[src/rtl/i2c_target_stretch.sv]
module i2c_target_stretch #(
  parameter int DW = 8
) (
  input  logic          clk,
  input  logic          rst_n,
  input  logic          scl_i,
  input  logic          sda_i,
  output logic          scl_drive_low,
  output logic          sda_drive_low,
  input  logic [DW-2:0] own_addr,
  input  logic          stop_irq_en,
  input  logic [2:0]    flag_clr,
  input  logic          nack_cmd,
  input  logic [DW-1:0] tx_data,
  output logic [DW-1:0] rx_data,
  output logic          amatch_flag,
  output logic          drdy_flag,
  output logic          stop_flag,
  output logic          dir,
  output logic          coll
);
  localparam int CW = $clog2(DW + 1);
  localparam logic [CW-1:0] FULL = CW'(DW);
  localparam logic [CW-1:0] LAST = CW'(DW - 1);

  typedef enum logic [3:0] {
    S_IDLE, S_ADDR, S_AHOLD, S_ACK, S_RX, S_RHOLD, S_THOLD, S_TX, S_MACK, S_DONE
  } state_t;

  state_t        st;
  logic [2:0]    scl_p, sda_p;
  logic [CW-1:0] cnt;
  logic [DW-1:0] shreg, txsh;
  logic          nack_l, mack;

  wire scl_rise = scl_p[1] & ~scl_p[2];
  wire scl_fall = ~scl_p[1] & scl_p[2];
  wire start_c  = scl_p[1] & scl_p[2] & ~sda_p[1] & sda_p[2];
  wire stop_c   = scl_p[1] & scl_p[2] & sda_p[1] & ~sda_p[2];

  assign scl_drive_low = (st == S_AHOLD) || (st == S_RHOLD) || (st == S_THOLD);
  assign sda_drive_low = ((st == S_ACK) && !nack_l) || ((st == S_TX) && !txsh[DW-1]);

  always_ff @(posedge clk or negedge rst_n) begin
    if (!rst_n) begin
      scl_p <= '1;
      sda_p <= '1;
    end else begin
      scl_p <= {scl_p[1:0], scl_i};
      sda_p <= {sda_p[1:0], sda_i};
    end
  end

  always_ff @(posedge clk or negedge rst_n) begin
    if (!rst_n) begin
      st          <= S_IDLE;
      cnt         <= '0;
      shreg       <= '0;
      txsh        <= '1;
      rx_data     <= '0;
      nack_l      <= 1'b1;
      mack        <= 1'b0;
      amatch_flag <= 1'b0;
      drdy_flag   <= 1'b0;
      stop_flag   <= 1'b0;
      dir         <= 1'b0;
      coll        <= 1'b0;
    end else begin
      amatch_flag <= amatch_flag & ~flag_clr[0];
      drdy_flag   <= drdy_flag & ~flag_clr[1];
      stop_flag   <= stop_flag & ~flag_clr[2];
      if (stop_c) begin
        if (stop_irq_en && st != S_IDLE && st != S_ADDR) stop_flag <= 1'b1;
        st <= S_IDLE;
      end else if (start_c) begin
        st  <= S_ADDR;
        cnt <= '0;
      end else begin
        case (st)
          S_ADDR, S_RX: begin
            if (scl_rise) begin
              shreg <= {shreg[DW-2:0], sda_p[1]};
              cnt   <= cnt + 1'b1;
            end else if (scl_fall && cnt == FULL) begin
              if (st == S_RX) begin
                rx_data   <= shreg;
                drdy_flag <= 1'b1;
                st        <= S_RHOLD;
              end else if (shreg[DW-1:1] == own_addr) begin
                amatch_flag <= 1'b1;
                dir         <= shreg[0];
                st          <= S_AHOLD;
              end else begin
                st <= S_IDLE;
              end
            end
          end
          S_AHOLD: if (flag_clr[0]) begin
            nack_l <= nack_cmd;
            coll   <= 1'b0;
            st     <= S_ACK;
          end
          S_RHOLD: if (flag_clr[1]) begin
            nack_l <= nack_cmd;
            st     <= S_ACK;
          end
          S_ACK: if (scl_fall) begin
            cnt <= '0;
            if (nack_l) st <= S_DONE;
            else if (dir) begin
              drdy_flag <= 1'b1;
              st        <= S_THOLD;
            end else st <= S_RX;
          end
          S_THOLD: if (flag_clr[1]) begin
            txsh <= tx_data;
            cnt  <= '0;
            st   <= S_TX;
          end
          S_TX: begin
            if (scl_rise && txsh[DW-1] && !sda_p[1]) begin
              coll <= 1'b1;
              txsh <= '1;
              st   <= S_IDLE;
            end else if (scl_fall) begin
              txsh <= {txsh[DW-2:0], 1'b1};
              cnt  <= cnt + 1'b1;
              if (cnt == LAST) st <= S_MACK;
            end
          end
          S_MACK: begin
            if (scl_rise) mack <= ~sda_p[1];
            else if (scl_fall) begin
              if (mack) begin
                drdy_flag <= 1'b1;
                st        <= S_THOLD;
              end else st <= S_DONE;
            end
          end
          default: ;
        endcase
      end
    end
  end

  p_stretch_r4: assert property (@(posedge clk) disable iff (!rst_n)
    amatch_flag |-> scl_drive_low);
  p_dir_hold_r5: assert property (@(posedge clk) disable iff (!rst_n)
    !$rose(amatch_flag) |-> $stable(dir));
  p_drdy_stretch_r7: assert property (@(posedge clk) disable iff (!rst_n)
    $rose(drdy_flag) |-> scl_drive_low);
  p_coll_release_r10: assert property (@(posedge clk) disable iff (!rst_n)
    $rose(coll) |-> (!scl_drive_low && !sda_drive_low && !amatch_flag));
  p_stop_gate_r12: assert property (@(posedge clk) disable iff (!rst_n)
    $rose(stop_flag) |-> $past(stop_irq_en));
  p_w1c_r13: assert property (@(posedge clk) disable iff (!rst_n)
    $fell(amatch_flag) |-> $past(flag_clr[0]));
endmodule

[config.mk]
export PLATFORM = sky130hd
export DESIGN_NAME = i2c_target_stretch
export DESIGN_NICKNAME = d
export VERILOG_FILES = /design/src/rtl/i2c_target_stretch.sv
export SDC_FILE = /design/constraint.sdc
export NUM_CORES = 1
export LEC_CHECK = 0
export BUFFER_PORTS_ARGS = -buffer_cell sky130_fd_sc_hd__buf_2
export CAP_MARGIN = 20
export CELL_PAD_IN_SITES_DETAIL_PLACEMENT = 0
export CELL_PAD_IN_SITES_GLOBAL_PLACEMENT = 1
export CORE_ASPECT_RATIO = 1.4
export CORE_MARGIN = 2
export CORE_UTILIZATION = 39
export CTS_CLUSTER_DIAMETER = 60
export DETAILED_ROUTE_END_ITERATION = 8
export GPL_ROUTABILITY_DRIVEN = 0
export GPL_TIMING_DRIVEN = 0
export PLACE_DENSITY = 0.83
export SLEW_MARGIN = 0
export SYNTH_ARGS = -nofsm -noshare
export SYNTH_HDL_FRONTEND = slang
export SYNTH_SLANG_ARGS = --single-unit
export TNS_END_PERCENT = 10
[constraint.sdc]
create_clock -name clk -period 3 [get_ports clk]
set_input_delay 0.3 -clock clk [delete_from_list [all_inputs] [get_ports clk]]
set_output_delay 0.3 -clock clk [all_outputs]
set_load 0.01 [all_outputs]
---- Word level (Yosys, flattened, before mapping) ----
Index checks and enable logic that the tools add are counted.
Widths: inputs -> output; s select.
word-level totals
  register bits ........................... 45
  input bits .............................. 24
  output and inout port bits .............. 15
cells by class
  $add $sub $neg .......................... 1
  eq/ne operators ......................... 32
  multiplexer cells ....................... 57
  bitwise logic cells ..................... 21
  reduce and logical (&&, ||, !) cells .... 29
operators with widths
  cell                number
  $mux 4              21
  $ne 4x4->1 const B  8
  $pmux 4 s7          1
  $mux 1              24
  $mux 8              3
  $eq 4x3->1 const B  5
  $pmux 4 s4          1
  $pmux 8 s2          1
  $ne 3x3->1 const B  5
  $reduce_and 5->1    3
  $reduce_and 7->1    2
  $not 1->1           11
  $reduce_and 11->1   1
  $and 1x1->1         10
  $reduce_bool 9->1   1
  $eq 4x2->1 const B  2
  $eq 4x4->1 const B  2
  $reduce_and 4->1    2
  $eq 7x7->1          1
  $logic_and 1x1->1   7
  $ne 2x2->1 const B  3
  $reduce_and 6->1    1
  $reduce_bool 2->1   3
  $ne 5x3->1 const B  1
  other kinds (15)    21

---- Logic depth before layout (Yosys ltp) ----
  word-level depth ........................ 9
  mapped depth ............................ 8
  mapped depth without buffers ............ 7

---- Least setup slack after synthesis ----
OpenSTA, ideal clock, no wires.
  path kind ............................... reg-to-reg
  start point ............................. reg st[2]
  end point ............................... reg dir
  data arrival time ....................... 1.779 ns
  data required time ...................... 2.875 ns
  slack ................................... 1.096 ns
  stages on the path, launching flop included .. 6
  buffers on the path ..................... 0
  period minus slack after synthesis ...... 1.904 ns
  cells stage by stage .................... dfrtp_1 -> inv_1 -> nor4_1 -> or4_1 -> or3_1 -> mux2_2
between the ends
  word-level cells in the longest chain between the ends .. 3
  elaborated cells between the ends (all ways) .. 5
  those cells by class .................... 2 x eq/ne; 1 x bitwise; 2 x reduce/logical
ends and longest elaborated chain
  what                                          line    text
  start, declared                               30      state_t st;
  start signal, assigned                        56      st <= S_IDLE;
  start signal, assigned                        74      st <= S_IDLE;
  start signal, assigned                        76      st <= S_ADDR;
  $eq 4x3->1 or $eq 4x1->1 (tied branches)      79, 85
  $reduce_or 2->1 or $not 1->1 (tied branches)  -
  $reduce_and 7->1 (no source line) *           -
  end signal, assigned                          91      dir <= shreg[0];
  end, declared                                 19      output logic dir,
Every way passes the cells marked *; elsewhere a longest branch is shown, timed or not.
A chain may end at the register's enable or synchronous reset.

---- Worst setup path after layout ----
  start point ............................. reg st[0]
  end point ............................... out scl_drive_low
between the ends
  word-level cells in the longest chain between the ends .. 3
  elaborated cells between the ends (all ways) .. 5
  those cells by class .................... 3 x eq/ne; 2 x reduce/logical
ends and longest elaborated chain
  what                                      line  text
  $eq 4x2->1 or $eq 4x3->1 (tied branches)  41    assign scl_drive_low = (st == S_AHOLD) || (st == S_RHOLD) || (st == S_THOLD);
  $logic_or 1x1->1                          41
  $logic_or 1x1->1 *                        41
  end, declared                             8     output logic scl_drive_low,
Marked as above.

==> PnR_summary.wiki <==
{| class="wikitable"
! Metric !! Value
|-
| Ordered cell list for the critical path || buf_2, clkbuf_1, nand3b_1, a21oi_1, buf_2
|-
| Internal reg-to-reg setup slack || 660 ps
|-
| Clock tree root buffer cell || sky130_fd_sc_hd__clkbuf_8
|-
| Core box area || 6126 sq um
|-
| Post-CTS clock slew at the launch and capture registers of the worst setup and hold paths || 90 ps
|-
| Final count of pins violating max slew || 0
|-
| Final WL || 5.862 mm
|-
| Max Fanout on Critical Path || 10
|-
| Class of the tightest hold or removal check || in -> async
|-
| Count of buffers from port buffering || 38
|-
| Status || finished clean
|-
| Post-layout util || 0.4641
|-
| Worst rel slew slack || 0.5140
|-
| Final worst path period share || 0.8021
|-
| Most area-hungry cell type in the Yosys netlist || sky130_fd_sc_hd__dfrtp_1
|-
| DR iter-0 viols || 182
|-
| Gates resized, CTS repair || 0
|-
| Net count reported at finish || 325
|-
| Share of power burned in registers || 0.407
|-
| Horizontal die dimension || 70.73 um
|-
| Biggest cell delay along the critical path || 470 ps
|-
| Total routing usage reported by global routing || 0.1814
|-
| Mapped cell area || 2431 sq um
|-
| Worst setup path category || reg -> out
|-
| Effective utilization at floorplan || 0.3969
|-
| Most used standard cell by instance count after synthesis || sky130_fd_sc_hd__nand2_1
|-
| Total internal power || 1.477 mW
|-
| Sum of negative setup slack || 0 ps
|-
| Final number of hold-violating endpoints || 0
|-
| Setup repair after global routing missed its margin || false
|-
| Total number of yosys warnings || 0
|-
| Sum of overflow across all layers after global routing || 0
|-
| Maximum number of pins on one net before global-route repair || 46
|-
| Async S/R FF share, synth || 1.000
|-
| Share of cells above drive strength 1 || 0.2833
|-
| Critical path's slowest cell || sky130_fd_sc_hd__dfrtp_1
|-
| Clock tree from TritonCTS || done
|-
| Startpoint Class || flop
|-
| Design Area, Final || 2843 sq um
|-
| Skew final || 7.982 ps
|-
| Required time worst endpoint || 2700 ps
|-
| Total net switching power || 0.9368 mW
|-
| Share of the yosys chip area belonging to registers || 0.4709
|-
| I/O pin cnt || 39
|-
| Number of enable flip-flop cells after synthesis || 0
|-
| # H-tree levels || 2
|-
| Post CTS Setup Buffer Count || 0
|-
| Most frequent cell on the critical path || sky130_fd_sc_hd__buf_2
|-
| Arrival time worst endpoint || 2110 ps
|-
| Placed instance count || 363
|-
| Sinks on Clock Net || 45
|-
| First-pass GRT wire length || 9.887 mm
|-
| Ranking of synthesized cells by instance count || 41 x sky130_fd_sc_hd__nand2_1, 30 x sky130_fd_sc_hd__dfrtp_1, 15 x sky130_fd_sc_hd__dfstp_2
|-
| Total power draw || 2.414 mW
|-
| Main area contributors after synthesis || sky130_fd_sc_hd__dfrtp_1 31%, sky130_fd_sc_hd__dfstp_2 16%, sky130_fd_sc_hd__nand2_1 6.3%
|-
| Placed instance area || 2711 sq um
|-
| Part of the total power dissipated in the clock network || 0.189
|-
| Cts bufs inserted || 5
|-
| Area Overhead vs Synth || 16.93%
|-
| Detailed Place HPWL || 4.316 mm
|-
| Clock latency at the later pin of the worst-skew pair || 300 ps
|-
| Sw frac || 0.3880
|-
| Final critical delay including setup and external delays || 2406 ps
|-
| Leakage power of the design || 1.260 nW
|-
| Post-detailed-route wirelength per cell || 15.76 um
|-
| Vias in the first global route || 2009
|-
| Vertical die dimension || 97.42 um
|-
| Transition time of the tightest slew-check pin || 722.3 ps
|-
| Post-DR vias/cell || 5.677
|-
| Area enclosed by the die boundary || 6890 sq um
|-
| Most used flip-flop cell after synthesis || sky130_fd_sc_hd__dfrtp_1
|-
| DRC violation count after routing || 0
|-
| Per-instance average area after synthesis || 9.609 sq um
|-
| Count of different cell masters after synthesis || 54
|-
| Nets in the synthesized netlist || 279
|-
| Number of detailed-route iterations in the first pass || 4
|-
| Register bit count reported by yosys || 45
|-
| Number of antenna violations at the first check in global routing || 0
|-
| Maximum clock frequency || 415.6 MHz
|-
| Bufs on Longest Clock Path || 2
|-
| Fraction of synthesized cell area taken by the top area cell type || 0.3088
|-
| Via total after detailed routing || 2112
|-
| Power per cell area || 849.3 nW/um^2
|-
| Endpoint kind of the worst setup timing path || primary output
|-
| Max Cap Viol || 0
|-
| Standard-cell rows || 34
|-
| Final setup violating endpoints || 0
|-
| Power share of the combinational group || 0.404
|-
| Number of buffers added to fix hold violations after cts || 0
|-
| Antenna-violating nets left || 0
|-
| Final std cells w/o fill || 372
|-
| Cells after Synth || 253
|-
| Antenna diode instance count || 0
|-
| VDD IR max || 0.3597 mV
|}
==> cells in the final DEF (no fill, tap or decap), types with 3 or more instances in the layout <==
cell	instances
sky130_fd_sc_hd__nand2b_1	5
sky130_fd_sc_hd__nor2b_1	4
sky130_fd_sc_hd__xnor2_1	8
sky130_fd_sc_hd__nand4_1	3
sky130_fd_sc_hd__dfstp_2	15
sky130_fd_sc_hd__nand2_1	41
sky130_fd_sc_hd__dfrtp_1	30
sky130_fd_sc_hd__clkbuf_8	5
sky130_fd_sc_hd__or2_2	3
sky130_fd_sc_hd__mux2_2	13
sky130_fd_sc_hd__nor3_1	7
sky130_fd_sc_hd__a211oi_1	5
sky130_fd_sc_hd__nor2_1	13
sky130_fd_sc_hd__o32ai_1	3
sky130_fd_sc_hd__a21oi_1	10
sky130_fd_sc_hd__nand3_1	5
sky130_fd_sc_hd__buf_2	42
sky130_fd_sc_hd__o21ai_0	11
sky130_fd_sc_hd__clkbuf_1	9
sky130_fd_sc_hd__o22ai_1	10
sky130_fd_sc_hd__inv_1	12
==> metal layers <==
layer  vias to the layer above  wire length, um  track usage
met5                         -                0            0
met4                         0              258      0.09289
met3                        20              279      0.03008
met2                        74             2996       0.3012
met1                      1013             2328       0.2237
li1                       1005                -            -
==> power by group through the flow <==
stage / Sequential, mW / Clock, mW / Combinational, mW
6_report: 0.982 / 0.456 / 0.976
3_5_place_dp: 0.991 / 0 / 0.958
3_3_place_gp: 0.989 / 0 / 0.951
2_1_floorplan: 0.950 / 0 / 0.730
5_1_grt: 1.01 / 0.497 / 1.08
4_1_cts: 0.980 / 0.473 / 0.962
==> registers in the layout, summed over array words and instances, names as in the netlist <==
signal	cells
rx_data	8
cnt	4
sda_p	3
st	4
coll	1
shreg	8
scl_p	3
amatch_flag	1
drdy_flag	1
nack_l	1
txsh	8
mack	1
stop_flag	1
dir	1
==> kinds of logic after synthesis <==
logic type | after synthesis | synth area share
DFF | 45 | 0.4709
buffers and inverters | 24 | 0.03911
muxes | 14 | 0.06433
xor gates and xnor gates | 10 | 0.03603
AOI/OAI and AO/OA | 59 | 0.1668
and+or+nand+nor | 99 | 0.2126
adders and majority gates | 2 | 0.01029
==> stage by stage <==
| stage | setup slack [ps] | hold WS [ps] |
|---|---|---|
| 2_1_floorplan | 1096 | 4.409 |
| 3_3_place_gp | 700.8 | 346.4 |
| 3_5_place_dp | 695.7 | 347.8 |
| 4_1_cts | 637.0 | 88.91 |
| 5_1_grt | 397.1 | 24.78 |
| 6_report | 593.6 | 27.90 |
==> cell type report <==
class                      count  area [sq um]
buffer                        12         50.05
clock inverter                 2         38.79
fill                         637          3283
inverter                      12         45.04
sequential                    45          1145
clock buffer                   6         72.57
tap                           72         90.09
multi-input combinational    184          1191
timing repair buffer          39         210.2
==> final timing paths <==
| kind | startpoint | endpoint | cells past startpoint |
|---|---|---|---|
| worst max register to register | st[2]$_DFFE_PN0P_ | rx_data[7]$_DFFE_PN0P_ | 5 |
| worst min register to register | sda_p[0]$_DFF_PN1_ | sda_p[1]$_DFF_PN1_ | 0 |
| max in group asynchronous | rst_n | scl_p[2]$_DFF_PN1_ | 2 |
| worst min-delay path | rst_n | txsh[5]$_DFFE_PN1P_ | 1 |
| min in group clk | scl_i | scl_p[0]$_DFF_PN1_ | 1 |
| worst max-delay path | st[0]$_DFFE_PN0P_ | scl_drive_low | 5 |
==> worst max-delay path, delay by kind of cell, from the launching register on <==
family | cells | cell delay [ps]
flops | 1 | 470
simple gates | 1 | 170
buf+inv | 3 | 870
compound gates | 1 | 310
(Power assumes the default switching activity.)
